## src/rtl/eeprom_pw_pkg.sv

```systemverilog
package eeprom_pw_pkg;

  typedef enum logic [2:0] {
    ST_IDLE,
    ST_RX,
    ST_ACK,
    ST_IGNORE,
    ST_BUSY
  } pwState_t;

  typedef enum logic [1:0] {
    PH_DEV,
    PH_WADDR,
    PH_DATA
  } pwPhase_t;

  typedef struct packed {
    logic shiftEn;
    logic loadAddr;
    logic storeByte;
    logic clearBuf;
    logic commit;
  } pwStrobes_t;

endpackage

```

## src/rtl/pwLineSync.sv

```systemverilog
module pwLineSync #(
  parameter int STAGES = 2
) (
  input  logic clk,
  input  logic rstN,
  input  logic sclIn,
  input  logic sdaIn,
  output logic sdaS,
  output logic sclRise,
  output logic sclFall,
  output logic startDet,
  output logic stopDet
);

  logic [STAGES-1:0] sclPipe;
  logic [STAGES-1:0] sdaPipe;
  logic sclPrev, sdaPrev;
  logic sclNow, sdaNow;

  generate
    for (genvar s = 0; s < STAGES; s++) begin : g_stage
      if (s == 0) begin : g_first
        always_ff @(posedge clk or negedge rstN) begin
          if (!rstN) begin
            sclPipe[0] <= 1'b1;
            sdaPipe[0] <= 1'b1;
          end else begin
            sclPipe[0] <= sclIn;
            sdaPipe[0] <= sdaIn;
          end
        end
      end else begin : g_next
        always_ff @(posedge clk or negedge rstN) begin
          if (!rstN) begin
            sclPipe[s] <= 1'b1;
            sdaPipe[s] <= 1'b1;
          end else begin
            sclPipe[s] <= sclPipe[s-1];
            sdaPipe[s] <= sdaPipe[s-1];
          end
        end
      end
    end
  endgenerate

  assign sclNow = sclPipe[STAGES-1];
  assign sdaNow = sdaPipe[STAGES-1];

  always_ff @(posedge clk or negedge rstN) begin
    if (!rstN) begin
      sclPrev <= 1'b1;
      sdaPrev <= 1'b1;
    end else begin
      sclPrev <= sclNow;
      sdaPrev <= sdaNow;
    end
  end

  assign sdaS     = sdaNow;
  assign sclRise  = sclNow & ~sclPrev;
  assign sclFall  = ~sclNow & sclPrev;
  assign startDet = sclNow & sclPrev & sdaPrev & ~sdaNow;
  assign stopDet  = sclNow & sclPrev & ~sdaPrev & sdaNow;

endmodule

```

## src/rtl/pwControl.sv

```systemverilog
module pwControl
  import eeprom_pw_pkg::*;
#(
  parameter int          PAGE_BYTES  = 8,
  parameter int          BYTE_CYCLES = 700000,
  parameter logic [3:0]  DEV_PREFIX  = 4'b1010
) (
  input  logic       clk,
  input  logic       rstN,
  input  logic       sclRise,
  input  logic       sclFall,
  input  logic       startDet,
  input  logic       stopDet,
  input  logic [7:0] rxByte,
  input  logic [2:0] strap,
  output pwStrobes_t strobes,
  output logic       sdaOe
);

  localparam int CNT_W  = $clog2(PAGE_BYTES + 1);
  localparam int BUSY_W = $clog2(BYTE_CYCLES * PAGE_BYTES + 1);

  pwState_t          state, stateN;
  pwPhase_t          phase, phaseN;
  logic [3:0]        bitCnt, bitCntN;
  logic [CNT_W-1:0]  byteCnt, byteCntN;
  logic [BUSY_W-1:0] busyCnt, busyCntN;
  logic              canCommit;

  assign canCommit = (state == ST_RX) && (phase == PH_DATA) &&
                     (bitCnt <= 4'd1) && (byteCnt != '0);

  always_comb begin
    stateN   = state;
    phaseN   = phase;
    bitCntN  = bitCnt;
    byteCntN = byteCnt;
    busyCntN = busyCnt;
    strobes  = '0;
    if (state == ST_BUSY) begin
      busyCntN = busyCnt - BUSY_W'(1);
      if (busyCnt == BUSY_W'(1)) stateN = ST_IDLE;
    end else if (startDet) begin
      stateN   = ST_RX;
      phaseN   = PH_DEV;
      bitCntN  = '0;
      byteCntN = '0;
      strobes.clearBuf = 1'b1;
    end else if (stopDet) begin
      if (canCommit) begin
        strobes.commit = 1'b1;
        stateN   = ST_BUSY;
        busyCntN = BUSY_W'(32'(byteCnt) * BYTE_CYCLES);
      end else begin
        stateN = ST_IDLE;
        strobes.clearBuf = 1'b1;
      end
      byteCntN = '0;
    end else begin
      case (state)
        ST_RX: begin
          if (sclRise && bitCnt != 4'd8) begin
            strobes.shiftEn = 1'b1;
            bitCntN = bitCnt + 4'd1;
          end
          if (sclFall && bitCnt == 4'd8) begin
            case (phase)
              PH_DEV: begin
                if (rxByte == {DEV_PREFIX, strap, 1'b0}) begin
                  stateN = ST_ACK;
                  phaseN = PH_WADDR;
                end else begin
                  stateN = ST_IGNORE;
                end
              end
              PH_WADDR: begin
                strobes.loadAddr = 1'b1;
                stateN = ST_ACK;
                phaseN = PH_DATA;
              end
              default: begin
                if (byteCnt < CNT_W'(PAGE_BYTES)) begin
                  strobes.storeByte = 1'b1;
                  byteCntN = byteCnt + 1'b1;
                  stateN   = ST_ACK;
                end else begin
                  strobes.clearBuf = 1'b1;
                  byteCntN = '0;
                  stateN   = ST_IGNORE;
                end
              end
            endcase
          end
        end
        ST_ACK: begin
          if (sclFall) begin
            stateN  = ST_RX;
            bitCntN = '0;
          end
        end
        default: ;
      endcase
    end
  end

  always_ff @(posedge clk or negedge rstN) begin
    if (!rstN) begin
      state   <= ST_IDLE;
      phase   <= PH_DEV;
      bitCnt  <= '0;
      byteCnt <= '0;
      busyCnt <= '0;
    end else begin
      state   <= stateN;
      phase   <= phaseN;
      bitCnt  <= bitCntN;
      byteCnt <= byteCntN;
      busyCnt <= busyCntN;
    end
  end

  assign sdaOe = (state == ST_ACK);

  // Busy is entered only through a detected STOP
  assert_busy_after_stop_R9: assert property (@(posedge clk) disable iff (!rstN)
    $rose(state == ST_BUSY) |-> $past(stopDet));

  // No acknowledge can be driven while the write cycle runs
  assert_busy_quiet_R9: assert property (@(posedge clk) disable iff (!rstN)
    (state == ST_BUSY) |=> (!sdaOe || $past(busyCnt) == BUSY_W'(1)) && state != ST_ACK);

  // Release SDA on the falling edge that ends the acknowledge clock
  assert_ack_release_R10: assert property (@(posedge clk) disable iff (!rstN)
    (state == ST_ACK && sclFall && !startDet && !stopDet) |=> !sdaOe);

  // Ninth data byte receives no acknowledge
  assert_ninth_nack_R6: assert property (@(posedge clk) disable iff (!rstN)
    (state == ST_RX && phase == PH_DATA && bitCnt == 4'd8 && sclFall &&
     byteCnt == CNT_W'(PAGE_BYTES) && !startDet && !stopDet) |=> !sdaOe);

endmodule

```

## src/rtl/pwDatapath.sv

```systemverilog
module pwDatapath
  import eeprom_pw_pkg::*;
#(
  parameter int ADDR_W     = 8,
  parameter int PAGE_BYTES = 8
) (
  input  logic              clk,
  input  logic              rstN,
  input  logic              sdaS,
  input  pwStrobes_t        strobes,
  output logic [7:0]        rxByte,
  input  logic [ADDR_W-1:0] dbgAddr,
  output logic [7:0]        dbgData
);

  localparam int DEPTH  = 1 << ADDR_W;
  localparam int PAGE_W = $clog2(PAGE_BYTES);

  logic [7:0]            shiftReg;
  logic [ADDR_W-1:0]     wordAddr;
  logic [7:0]            pageBuf   [PAGE_BYTES];
  logic [PAGE_BYTES-1:0] slotValid;
  logic [7:0]            memArr    [DEPTH];

  assign rxByte = shiftReg;

  always_ff @(posedge clk or negedge rstN) begin
    if (!rstN) begin
      shiftReg <= '0;
      wordAddr <= '0;
    end else begin
      if (strobes.shiftEn) shiftReg <= {shiftReg[6:0], sdaS};
      if (strobes.loadAddr) wordAddr <= shiftReg[ADDR_W-1:0];
      else if (strobes.storeByte)
        wordAddr[PAGE_W-1:0] <= wordAddr[PAGE_W-1:0] + 1'b1;
    end
  end

  always_ff @(posedge clk or negedge rstN) begin
    if (!rstN) begin
      slotValid <= '0;
      for (int j = 0; j < PAGE_BYTES; j++) pageBuf[j] <= '0;
    end else if (strobes.clearBuf || strobes.commit) begin
      slotValid <= '0;
    end else if (strobes.storeByte) begin
      pageBuf[wordAddr[PAGE_W-1:0]]   <= shiftReg;
      slotValid[wordAddr[PAGE_W-1:0]] <= 1'b1;
    end
  end

  always_ff @(posedge clk or negedge rstN) begin
    if (!rstN) begin
      for (int a = 0; a < DEPTH; a++) memArr[a] <= '0;
    end else if (strobes.commit) begin
      for (int j = 0; j < PAGE_BYTES; j++)
        if (slotValid[j])
          memArr[{wordAddr[ADDR_W-1:PAGE_W], PAGE_W'(j)}] <= pageBuf[j];
    end
  end

  always_ff @(posedge clk or negedge rstN) begin
    if (!rstN) dbgData <= '0;
    else       dbgData <= memArr[dbgAddr];
  end

  // Low bits step by one inside the page, high bits hold
  assert_page_wrap_R4: assert property (@(posedge clk) disable iff (!rstN)
    strobes.storeByte |=>
      (wordAddr[ADDR_W-1:PAGE_W] == $past(wordAddr[ADDR_W-1:PAGE_W])) &&
      (wordAddr[PAGE_W-1:0] == $past(wordAddr[PAGE_W-1:0]) + PAGE_W'(1)));

  // A commit or discard leaves the page buffer empty
  assert_buf_drained_R5: assert property (@(posedge clk) disable iff (!rstN)
    (strobes.commit || strobes.clearBuf) |=> (slotValid == '0));

endmodule

```

## src/rtl/eeprom_page_writer.sv

```systemverilog
module eeprom_page_writer
  import eeprom_pw_pkg::*;
#(
  parameter int         ADDR_W      = 8,
  parameter int         PAGE_BYTES  = 8,
  parameter int         BYTE_CYCLES = 700000,
  parameter int         SYNC_STAGES = 2,
  parameter logic [3:0] DEV_PREFIX  = 4'b1010
) (
  input  logic              clk,
  input  logic              rstN,
  input  logic              sclIn,
  input  logic              sdaIn,
  input  logic [2:0]        strap,
  output logic              sdaOe,
  input  logic [ADDR_W-1:0] dbgAddr,
  output logic [7:0]        dbgData
);

  logic       sdaS, sclRise, sclFall, startDet, stopDet;
  logic [7:0] rxByte;
  pwStrobes_t strobes;

  pwLineSync #(.STAGES(SYNC_STAGES)) uSync (
    .clk(clk), .rstN(rstN), .sclIn(sclIn), .sdaIn(sdaIn),
    .sdaS(sdaS), .sclRise(sclRise), .sclFall(sclFall),
    .startDet(startDet), .stopDet(stopDet)
  );

  pwControl #(
    .PAGE_BYTES(PAGE_BYTES), .BYTE_CYCLES(BYTE_CYCLES), .DEV_PREFIX(DEV_PREFIX)
  ) uCtrl (
    .clk(clk), .rstN(rstN), .sclRise(sclRise), .sclFall(sclFall),
    .startDet(startDet), .stopDet(stopDet), .rxByte(rxByte),
    .strap(strap), .strobes(strobes), .sdaOe(sdaOe)
  );

  pwDatapath #(.ADDR_W(ADDR_W), .PAGE_BYTES(PAGE_BYTES)) uData (
    .clk(clk), .rstN(rstN), .sdaS(sdaS), .strobes(strobes),
    .rxByte(rxByte), .dbgAddr(dbgAddr), .dbgData(dbgData)
  );

endmodule

```

## config.mk

```make
export PLATFORM = sky130hd
export DESIGN_NAME = eeprom_page_writer
export DESIGN_NICKNAME = d
export VERILOG_FILES = /design/src/rtl/eeprom_pw_pkg.sv /design/src/rtl/pwLineSync.sv /design/src/rtl/pwControl.sv /design/src/rtl/pwDatapath.sv /design/src/rtl/eeprom_page_writer.sv
export SDC_FILE = /design/constraint.sdc
export NUM_CORES = 2
export LEC_CHECK = 0
export BUFFER_PORTS_ARGS = -buffer_cell sky130_fd_sc_hd__clkbuf_2
export CORE_MARGIN = 2
export CORE_UTILIZATION = 50
export CTS_CLUSTER_DIAMETER = 80
export DETAILED_ROUTE_END_ITERATION = 12
export GPL_TIMING_DRIVEN = 0
export HOLD_SLACK_MARGIN = 0.12
export PLACE_DENSITY = 0.76
export SLEW_MARGIN = 20
export SYNTH_ARGS = -nofsm -noshare
export SYNTH_HDL_FRONTEND = slang
export SYNTH_SLANG_ARGS = --single-unit
```

## constraint.sdc

```tcl
create_clock -name clk -period 3.36 [get_ports clk]
set_clock_uncertainty 0.2 [all_clocks]
set_input_delay 0 -clock clk [delete_from_list [all_inputs] [get_ports clk]]
set_output_delay 0 -clock clk [all_outputs]
set_load 0.005 [all_outputs]
```

==> impl_metrics.toml <==
[clock_network]
cts-root-buf = "clkbuf_16"
worstSkewPairLatency_ps = 940
h-tree-depth = 4
max-clock-path-buffers = 3
clock-sinks = 2186
cts_buffers = 221
cts.clk_slew.worst_paths_ps = 60
cts_tree = "done"

[critical_path]
rr_startpoint = "uCtrl.bitCnt[2]"
cp_max_fo = 10
cp_data_required_time_ps = 3910
start_kind = "primary input"
r2r_cells = 8
cpLargestDelayFamily = "buffers and inverters"
r2r_slack_ps = -70
slowest_stage = "a311oi_2"
end_kind = "flip-flop"
crit_chain = "clkbuf_1 > clkbuf_4 > clkbuf_2 > clkbuf_2 > clkbuf_4 > mux4_2 > a21oi_1 > nand3_1 > nand4_1 > a311oi_2"
slowest_delay_ps = 680
crit_arrival_ps = 4190
crit_buf_inv = 5
r2r_end = "uData.memArr[970]"
path_class = "primary input to flip-flop"

[yosys]
ys.flop_type = "dfrtp_1"
syn_inst = 6414
synth_seq_cells = 2186
yosys-top-cells-area = "dfrtp_1, mux2_2, mux4_2"
async_flop_share = 1.00
syn_area_um2 = 98900
synth_cell_types = 59
avgSynthCellArea_um2 = 15.4
yosysWarnings = 0
synth-edff-count = 0
ys_seq_area_frac = 0.553
yosysTopAreaCellShare = 0.551
synth_nets = 6462
post-synth-top-area-cell = "dfrtp_1"

[global_route]
grt.total_usage = 0.369
grt_pass1_wl_um = 518000
antenna_found_initial = 33
grt_pass1_vias = 67000
grt_max_degree = 99
gr-total-overflow = 0

[die]
initial_utilization = 0.502
io_pins = 24
dieArea_um2 = 201000
fp.dieW_um = 449
fp-row-count = 163
coreArea_um2 = 197000
die_h_um = 449

[power]
peakVddDrop_mv = 0.621
total_power_mw = 55.6
p_per_area_nw_per_um2 = 487
p_leak_nw = 56.3

[worst_hold_path]
min_path_type = "primary input to asynchronous set/reset pin"

[drt]
drt_iter0_drc = 8548
vias = 65900
postRouteAntennaNets = 0
firstDrtPassIters = 8
wire_per_inst_um = 38.9
routed_wl_um = 374000
drc = 0
avgViaCountPerCell = 6.86

[sta]
tightest_slew_ps = 1550
relSlewSlack = -0.0328
worst_slack_ps = -282
whs_ps = 44.3
setup_violations = 173
finalCriticalPeriod_ps = 3640
hold_viol = 0
period_share = 1.08
tns_ps = -5470
maxSlewViolCount = 21
rsz0062_at_grt = "yes"
max_freq_mhz = 275

[place]
io_buffers = 19
dpl_worst_slack_ps = -2300
gp_routability_congestion = 1.06
dpl.hpwl_um = 263000
placed_cells = 9116
place_area_um2 = 104000

[finish]
finalInstanceArea_um2 = 114000
most-common-layout-cells = "dfrtp_1, mux2_2, mux4_2"
nNetsFinal = 6799
fin_util = 0.579
layout.cells.non_filler = 9598
syn2layout_area_growth_pct = 15.4
final_layout_size_suffix_gt1_frac = 0.529
final_common_cell = "dfrtp_1"

[flow_run]
maxCapViolCount = 2

[outcome]
violations = "capacitance limit, slew limit, setup timing"
status = "complete, but fails checks"
[routing by layer]
metal,share of wire,GRT usage,routed length (um),vias to the layer above
met4,0.079,0.245,29600,20
li1,-,-,-,24800
met1,0.35,0.454,131000,35400
met3,0.14,0.165,51900,1256
met2,0.43,0.524,160000,4455
met5,0.00089,0.000947,333,-
[layout make-up]
type / count / area, um^2
Fill cell: 15100 / 82800
Sequential cell: 2186 / 54700
Multi-Input combinational cell: 3743 / 44100
Clock buffer: 331 / 6590
Tap cell: 2640 / 3300
Timing Repair Buffer: 143 / 2320
Buffer: 431 / 2080
Clock inverter: 76 / 930
Inverter: 25 / 96.3
Antenna cell: 23 / 57.6
[registers in the layout, indices dropped and copies added, names as in the netlist, 2 cells and up]
| name | flops |
|---|---|
| uCtrl.bitCnt | 4 |
| uCtrl.busyCnt | 23 |
| uData.rxByte | 8 |
| uCtrl.state | 3 |
| uData.pageBuf | 64 |
| uData.slotValid | 8 |
| uData.dbgData | 8 |
| uData.wordAddr | 8 |
| uCtrl.phase | 2 |
| uCtrl.byteCnt | 4 |
| uData.memArr | 2048 |
[report_power, final]
group | internal, mW | leakage [nW] | total (mW) | switching (mW)
registers | 26.4 | 30.5 | 26.5 | 0.112
logic | 1.09 | 22.1 | 3.63 | 2.54
clock network | 14.4 | 3.71 | 25.4 | 11.1
[cell usage after synthesis, types with 29 or more instances]
cell and number:
o221ai_1 35, mux4_2 516, mux2i_1 106, and2_1 30
nor2_1 34, a22oi_1 78, nand3_1 29, dfrtp_1 2180
buf_1 36, nand2_1 345, mux2_2 2110, nor3_1 39
a21oi_1 87, o21ai_0 37, buf_2 36, ha_1 30
clkbuf_1 388
[tightest hold or removal path, stage by stage]
cell            delay (ps)
dlymetal6s4s_1         180
clkbuf_8               140
buf_16                 100
buf_16                  90
buf_16                  90
buf_16                 100
buf_16                 100
buf_16                 100
buf_16                  90
buf_16                 100
buf_16                 150
buf_16                 340
[cells by family (layout without fill, tap and decap cells)]
| kind of cell | Yosys count | count (layout) | synth area share |
|---|---|---|---|
| compound gates | 373 | 373 | 0.0259 |
| xor+xnor | 18 | 18 | 0.00159 |
| other cells | 0 | 23 | 0 |
| flops | 2186 | 2186 | 0.553 |
| buf+inv | 485 | 1006 | 0.0189 |
| fa+ha+maj | 33 | 33 | 0.00440 |
| mux | 2743 | 2743 | 0.370 |
| simple gates | 576 | 576 | 0.0268 |
[worst max path at each step]
stage                        start                 end  slack, ps  cells after the start
finish                  dbgAddr[1]    uData.dbgData[7]       -280                     10
detailed placement      dbgAddr[0]    uData.dbgData[0]      -2300                     10
CTS                 uCtrl.phase[0]  uData.memArr[1768]        -80                      7
floorplan             uSync.sclNow  uData.memArr[1864]        110                      9
global placement              rstN   uData.memArr[164]     -50210                      1
global route        uCtrl.phase[0]  uData.memArr[1013]        -80                      8
[repair_timing]
item                                    in CTS  in global routing
gates cloned                                 0                  2
gates resized for setup                    483                162
hold endpoints to repair                   742                  1
hold buffers                                25                  1
pin swaps                                    6                  8
setup buffers                               26                 26
endpoints found under the setup margin    2132               1953
Power figures use the tool's default switching activity.
